File: config.mk
export PLATFORM = sky130hd
export DESIGN_NAME = rtc_seconds_alarm
export DESIGN_NICKNAME = d
export VERILOG_FILES = /design/src/rtl/rtc_pkg.sv /design/src/rtl/rtc_tick_counter.sv /design/src/rtl/rtc_alarm_irq.sv /design/src/rtl/rtc_reg_bank.sv /design/src/rtl/rtc_seconds_alarm.sv
export SDC_FILE = /design/constraint.sdc
export NUM_CORES = 1
export LEC_CHECK = 0
export ABC_AREA = 1
export CORE_MARGIN = 2
export CORE_UTILIZATION = 39
export CTS_CLUSTER_DIAMETER = 100
export DETAILED_ROUTE_END_ITERATION = 7
export PLACE_DENSITY = 0.59
export SKIP_CTS_REPAIR_TIMING = 1
export SYNTH_ARGS = -nofsm -noshare
export SYNTH_HDL_FRONTEND = slang
export SYNTH_SLANG_ARGS = --single-unit
File: constraint.sdc
create_clock -name clk -period 4.8 [get_ports clk]
set_input_delay 1.44 -clock clk [delete_from_list [all_inputs] [get_ports clk]]
set_output_delay 1.44 -clock clk [all_outputs]
set_load 0.05 [all_outputs]
File: src/rtl/rtc_pkg.sv
package rtc_pkg;
   // byte offsets inside the register window
   localparam int OFF_COUNT   = 'h000;
   localparam int OFF_MATCH   = 'h004;
   localparam int OFF_LOAD    = 'h008;
   localparam int OFF_CTRL    = 'h00C;
   localparam int OFF_MASK    = 'h010;
   localparam int OFF_RAW     = 'h014;
   localparam int OFF_MASKED  = 'h018;
   localparam int OFF_CLEAR   = 'h01C;
   localparam int OFF_ID_LO   = 'hFE0;
   localparam int OFF_ID_HI   = 'hFFC;

   // identification bytes, index 0 at the lowest ID address
   function automatic logic [7:0] id_byte(input logic [2:0] idx);
      logic [7:0] b;
      case (idx)
         3'd0: b = 8'h31;
         3'd1: b = 8'h10;
         3'd2: b = 8'h14;
         3'd3: b = 8'h00;
         3'd4: b = 8'h0D;
         3'd5: b = 8'hF0;
         3'd6: b = 8'h05;
         default: b = 8'hB1;
      endcase
      return b;
   endfunction
endpackage

File: src/rtl/rtc_tick_counter.sv
module rtc_tick_counter #(
   parameter int CNT_W = 32
) (
   input  logic             clk,
   input  logic             rst,
   input  logic             tick,
   input  logic             load_en,
   input  logic [CNT_W-1:0] load_val,
   output logic [CNT_W-1:0] cnt,
   output logic [CNT_W-1:0] cnt_next,
   output logic             step
);
   assign step     = tick & ~load_en;
   assign cnt_next = cnt + CNT_W'(1);

   always_ff @(posedge clk) begin
      if (rst)          cnt <= '0;
      else if (load_en) cnt <= load_val;
      else if (tick)    cnt <= cnt_next;
   end

   // a tick without load moves the count forward by exactly one (wraps)
   assert_count_step_R2: assert property (@(posedge clk) disable iff (rst)
      (tick && !load_en) |=> (cnt == $past(cnt) + CNT_W'(1)));

   // a load write wins over a simultaneous tick
   assert_load_wins_R3: assert property (@(posedge clk) disable iff (rst)
      load_en |=> (cnt == $past(load_val)));
endmodule

File: src/rtl/rtc_alarm_irq.sv
module rtc_alarm_irq #(
   parameter int CNT_W = 32
) (
   input  logic             clk,
   input  logic             rst,
   input  logic             step,
   input  logic [CNT_W-1:0] cnt_next,
   input  logic [CNT_W-1:0] match_val,
   input  logic             clr_wr,
   input  logic             mask,
   output logic             raw,
   output logic             irq
);
   logic hit;

   // exact equality on the wrapped value: below-count matches fire after wrap
   assign hit = step && (cnt_next == match_val);

   always_ff @(posedge clk) begin
      if (rst)         raw <= 1'b0;
      else if (hit)    raw <= 1'b1;
      else if (clr_wr) raw <= 1'b0;
   end

   assign irq = raw & mask;

   assert_hit_beats_clear_R10: assert property (@(posedge clk) disable iff (rst)
      hit |=> raw);

   assert_clear_works_R6: assert property (@(posedge clk) disable iff (rst)
      (clr_wr && !hit) |=> !raw);

   assert_raw_only_on_hit_R5: assert property (@(posedge clk) disable iff (rst)
      $rose(raw) |-> $past(hit));
endmodule

File: src/rtl/rtc_reg_bank.sv
module rtc_reg_bank #(
   parameter int DATA_W    = 32,
   parameter int ADDR_W    = 12,
   parameter bit RDATA_REG = 1'b0
) (
   input  logic              clk,
   input  logic              rst,
   input  logic              wr_en,
   input  logic [ADDR_W-1:0] addr,
   input  logic [DATA_W-1:0] wdata,
   input  logic [DATA_W-1:0] cnt,
   input  logic              raw,
   input  logic              irq,
   output logic [DATA_W-1:0] match_q,
   output logic              mask_q,
   output logic              load_en,
   output logic              clr_wr,
   output logic [DATA_W-1:0] rdata
);
   import rtc_pkg::*;

   localparam int WORD_W = ADDR_W - 2;
   localparam logic [WORD_W-1:0] W_COUNT  = WORD_W'(OFF_COUNT  >> 2);
   localparam logic [WORD_W-1:0] W_MATCH  = WORD_W'(OFF_MATCH  >> 2);
   localparam logic [WORD_W-1:0] W_LOAD   = WORD_W'(OFF_LOAD   >> 2);
   localparam logic [WORD_W-1:0] W_CTRL   = WORD_W'(OFF_CTRL   >> 2);
   localparam logic [WORD_W-1:0] W_MASK   = WORD_W'(OFF_MASK   >> 2);
   localparam logic [WORD_W-1:0] W_RAW    = WORD_W'(OFF_RAW    >> 2);
   localparam logic [WORD_W-1:0] W_MASKED = WORD_W'(OFF_MASKED >> 2);
   localparam logic [WORD_W-1:0] W_CLEAR  = WORD_W'(OFF_CLEAR  >> 2);
   localparam logic [WORD_W-1:0] W_ID_LO  = WORD_W'(OFF_ID_LO  >> 2);
   localparam logic [WORD_W-1:0] W_ID_HI  = WORD_W'(OFF_ID_HI  >> 2);

   logic [WORD_W-1:0] word;
   logic              unused_lo;
   logic [DATA_W-1:0] load_q;
   logic [DATA_W-1:0] rd_next;
   logic              match_wr, mask_wr;

   assign word      = addr[ADDR_W-1:2];
   assign unused_lo = ^addr[1:0];

   assign match_wr = wr_en && (word == W_MATCH);
   assign mask_wr  = wr_en && (word == W_MASK);
   assign load_en  = wr_en && (word == W_LOAD);
   assign clr_wr   = wr_en && (word == W_CLEAR);

   always_ff @(posedge clk) begin
      if (rst) begin
         match_q <= '0;
         load_q  <= '0;
         mask_q  <= 1'b0;
      end else begin
         if (match_wr) match_q <= wdata;
         if (load_en)  load_q  <= wdata;
         if (mask_wr)  mask_q  <= wdata[0];
      end
   end

   always_comb begin
      rd_next = '0;
      if (word >= W_ID_LO && word <= W_ID_HI) begin
         rd_next = DATA_W'(id_byte(word[2:0]));
      end else begin
         case (word)
            W_COUNT:  rd_next = cnt;
            W_MATCH:  rd_next = match_q;
            W_LOAD:   rd_next = load_q;
            W_CTRL:   rd_next = DATA_W'(1);
            W_MASK:   rd_next = DATA_W'(mask_q);
            W_RAW:    rd_next = DATA_W'(raw);
            W_MASKED: rd_next = DATA_W'(irq);
            default:  rd_next = '0;
         endcase
      end
   end

   generate
      if (RDATA_REG) begin : g_rd_flop
         always_ff @(posedge clk) begin
            if (rst) rdata <= '0;
            else     rdata <= rd_next;
         end
      end else begin : g_rd_comb
         assign rdata = rd_next;
      end
   endgenerate

   // the alarm time only changes through its own offset
   assert_match_hold_R9: assert property (@(posedge clk) disable iff (rst)
      !match_wr |=> $stable(match_q));
endmodule

File: src/rtl/rtc_seconds_alarm.sv
module rtc_seconds_alarm #(
   parameter int DATA_W    = 32,
   parameter int ADDR_W    = 12,
   parameter bit RDATA_REG = 1'b0
) (
   input  logic              clk,
   input  logic              rst,
   input  logic              tick_1hz,
   input  logic              wr_en,
   input  logic [ADDR_W-1:0] addr,
   input  logic [DATA_W-1:0] wdata,
   output logic [DATA_W-1:0] rdata,
   output logic              irq
);
   generate
      if (DATA_W < 8) begin : g_bad_data_w
         $error("DATA_W must hold an identification byte");
      end
      if (ADDR_W < 12) begin : g_bad_addr_w
         $error("ADDR_W must span the 4 KB window");
      end
   endgenerate

   logic [DATA_W-1:0] cnt, cnt_next, match_q;
   logic              step, load_en, clr_wr, mask_q, raw;

   rtc_tick_counter #(.CNT_W(DATA_W)) u_cnt (
      .clk(clk), .rst(rst), .tick(tick_1hz), .load_en(load_en),
      .load_val(wdata), .cnt(cnt), .cnt_next(cnt_next), .step(step)
   );

   rtc_alarm_irq #(.CNT_W(DATA_W)) u_alarm (
      .clk(clk), .rst(rst), .step(step), .cnt_next(cnt_next),
      .match_val(match_q), .clr_wr(clr_wr), .mask(mask_q),
      .raw(raw), .irq(irq)
   );

   rtc_reg_bank #(.DATA_W(DATA_W), .ADDR_W(ADDR_W), .RDATA_REG(RDATA_REG)) u_regs (
      .clk(clk), .rst(rst), .wr_en(wr_en), .addr(addr), .wdata(wdata),
      .cnt(cnt), .raw(raw), .irq(irq), .match_q(match_q), .mask_q(mask_q),
      .load_en(load_en), .clr_wr(clr_wr), .rdata(rdata)
   );
endmodule

==> impl_results.md <==
- Status: complete, no violations
- RR Startpoint: u_cnt.cnt[0]$_SDFFE_PP0P_
- Initial antenna violation count: 0
- H-tree Lvls: 3
- Via count: 6,490
- Pre-Repair DR Iteration Count: 5
- Clk slew on worst S/H paths: 0.07 ns
- Clk root buf: clkbuf_16
- Post-DP Area: 7350 µm²
- Core Region: 14,600 µm²
- Flop-to-flop setup slack: 2.33 ns
- Row count: 44
- Compound-Gate Fraction of Synth Area: 19.4%
- Crit end category: output pin
- Avg WL per Cell: 15.5 µm
- CP startpoint: addr[3]
- Final ANT Viol Nets: 0
- Worst min path class: reg -> reg
- Simple-gate area share of the yosys netlist: 36.3%
- Avg Inst Size Synth: 6.11 µm²
- Grt total ovfl: 0
- Filler Cells Inserted: 1,476
- CP top delay family: buffers and inverters
- First-pass GRT wire length: 31,300 µm
- Worst path depth: 10
- Max stage delay on crit path: 0.43 ns
- Residual DRC count: 0
- # setup viols final: 0
- Area of the mapped netlist: 5860 µm²
- Critical-path cell list: clkdlybuf4s50_1 > nor2_2 > inv_1 > nor2_1 > inv_1 > nor2_2 > inv_2 > buf_4 > o221ai_1 > buf_12
- DP Worst Slack: 0.0128 ns
- Clk buf depth: 2
- Max Fanout on Critical Path: 7
- RePlAce Congestion: 0.961
- DRT iter0 DRCs: 578
- Clock Skew: 0.00560 ns
- Arrival time worst endpoint: 3.25 ns
- Primary FF master, synth: dfxtp_1
- Crit path to: rdata[13]
- Yosys warning total: 0
- GRT Util Overall: 24.4%
- Power Density: 213 nW/µm²
- FF-to-FF End: u_alarm.raw$_SDFFE_PP0P_
- Unrepaired setup endpoints after global routing: yes
- Starting Density: 40.1%
- Worst EP required: 3.36 ns
- Post-route core utilization: 52.5%
- Syn_nets: 1,007
- Sw Ratio: 23.8%
- Final period util: 97.7%
- Internal Pwr Total: 1.24 mW
- Multi-input logic area: 3360 µm²
- Number of distinct library cells after synthesis: 33
- Adder-Cell Fraction of Synth Area: 0.214%
- Largest net degree at the start of global routing: 65
- Worst vdd ir: 0.167 mV
- Main combinational cell family by area after synthesis: simple AND/OR/NAND/NOR gates
- Final nets: 1,094
- WL final: 19,100 µm
- Combinational power share: 6.7%
- Top cells by area, synth: dfxtp_1, nand2_1, nand3_1
- Synth cell count leaders: nand2_1, inv_1, dfxtp_1, nand3_1, a21oi_1
- Die Width: 127 µm
- Synth Register Bits: 98
- Slew Viols, Final: 0
- Top cell type by total area after synthesis: dfxtp_1
- Share of async-settable or async-resettable flops after synthesis: 0%
- Leak pwr: 2.90 nW
- I/O pin cnt: 81
- Clk_lat worst skew: 0.35 ns
- Avg Vias per Cell: 5.26
- Critical path class: in -> out
- CP bufs+invs: 6
- Mux cell area share after synthesis: 0%
- Reg power frac: 50.1%
- Final worst setup slack: 0.111 ns
- Most frequent cell after synthesis: nand2_1
- Cells after Synth: 958
- DP HPWL: 14,000 µm
- N_diodes: 0
- Sequential cell area: 1960 µm²
- Sequential-to-total area share from yosys stat: 33.5%
- Synth Area in XOR/XNOR: 0.833%
- NetSw: 0.388 mW
- Ratio of cells with drive above 1 in the final layout: 10.4%
- Max Cap Viol: 0
- Post-synth EDFFs: 0
- Vias in the first global route: 6,165
- Die H: 127 µm
- Tot Pwr: 1.63 mW
- Hold_ws: 0.465 ns
- Top cell type's share of synthesized area: 33.5%
- Fin. Hold Viols: 0
- Part of the power in the clock network: 43.3%
- Fmax: 213 MHz
- Cell depth of the worst flop-to-flop path: 13
- Startpoint Class: input port
- Synthesis-to-layout area growth: 30.9%
- # clock sinks: 98
- Buffers on Ports: 78
- Cell area after layout: 7660 µm²
- Crit path time final: 4.69 ns
- Slowest-stage cell, CP: clkdlybuf4s50_1
- TritonCTS clock tree: yes
- Max-slew headroom: 53.7%
- Worst-Margin Slew: 0.695 ns
- Die footprint: 16,000 µm²
- CTS Buf Count: 9
## kinds of logic (layout without fill, tap and decap cells)
family	Yosys count	after routing
simple gates	511	511
compound gates	195	195
buf+inv	149	241
flops	98	98
xor+xnor	4	4
fa+ha+maj	1	1
## flip-flops by register name (all words and copies together), names as in the netlist
name / cells
u_alarm.raw: 1
u_regs.load_q: 32
u_regs.mask_q: 1
u_regs.match_q: 32
u_cnt.cnt: 32
## cell usage in the layout (no fill, tap or decap), types with 6 or more instances in the layout
| cell | synthesis | layout |
|---|---|---|
| nand2_1 | 330 | 329 |
| inv_1 | 109 | 108 |
| dfxtp_1 | 98 | 98 |
| nand3_1 | 86 | 86 |
| a21oi_1 | 78 | 78 |
| nor2_1 | 75 | 72 |
| o21ai_0 | 55 | 55 |
| clkdlybuf4s50_1 | 0 | 45 |
| buf_12 | 0 | 36 |
| buf_4 | 0 | 31 |
| o221ai_1 | 27 | 24 |
| a31oi_1 | 22 | 22 |
| clkbuf_16 | 0 | 9 |
| nor2_4 | 6 | 6 |
## how the worst min path moves through the flow
stage                                        start                             end  cells past startpoint  slack (ns)
detailed placement  u_regs.load_q[28]$_SDFFE_PP0P_  u_regs.load_q[28]$_SDFFE_PP0P_                      2        0.45
floorplan            u_regs.load_q[0]$_SDFFE_PP0P_   u_regs.load_q[0]$_SDFFE_PP0P_                      2        0.45
finish              u_regs.load_q[26]$_SDFFE_PP0P_  u_regs.load_q[26]$_SDFFE_PP0P_                      2        0.47
global route        u_regs.load_q[18]$_SDFFE_PP0P_  u_regs.load_q[18]$_SDFFE_PP0P_                      2        0.49
global placement    u_regs.load_q[18]$_SDFFE_PP0P_  u_regs.load_q[18]$_SDFFE_PP0P_                      2        0.45
CTS                 u_regs.load_q[15]$_SDFFE_PP0P_  u_regs.load_q[15]$_SDFFE_PP0P_                      2        0.47
## power groups by stage
stage	logic, mW	clock network (mW)	registers (mW)
2_1_floorplan	0.0426	0	0.835
3_3_place_gp	0.108	0	0.836
3_5_place_dp	0.108	0	0.836
4_1_cts	0.108	0.715	0.817
5_1_grt	0.119	0.750	0.817
6_report	0.109	0.707	0.817
## final cells by class
cell class,count,share of cell area (%)
multi-input cells,711,43.8
flip-flops and latches,98,25.6
repair buffers,113,18.4
inverters,112,5.48
clock buffers,12,3.35
well taps,184,3.00
clock inverters,4,0.343
## worst register-to-register path: stages, from the launching register on
cell	delay (ns)
dfxtp_1	0.44
ha_1	0.25
nand2_2	0.13
nor2_8	0.19
nand2_2	0.12
nor2_2	0.31
nand2_1	0.12
nand3_1	0.10
nand3_1	0.09
nor2_1	0.15
nand2_1	0.10
nor2_1	0.09
nand3_1	0.13
a21oi_1	0.16
## metrics by stage
| step | setup TNS (ns) | std cells |
|---|---|---|
| after detailed placement | 0 | 1218 |
| final | 0 | 1234 |
| after floorplan | -0.0320 | 958 |
| after CTS | -0.0104 | 1234 |
| after global placement | 0 | 1218 |
| after global routing | -0.00491 | 1234 |
## routing by layer
| layer | vias up | part of all wire, % | GRT usage [%] |
|---|---|---|---|
| li1 | 3327 | - | - |
| met1 | 2936 | 47 | 33.2 |
| met2 | 200 | 46 | 39.4 |
| met3 | 27 | 5.5 | 3.84 |
| met4 | 0 | 2.4 | 8.08 |
| met5 | - | 0 | 0 |
(Power assumes the default switching activity.)
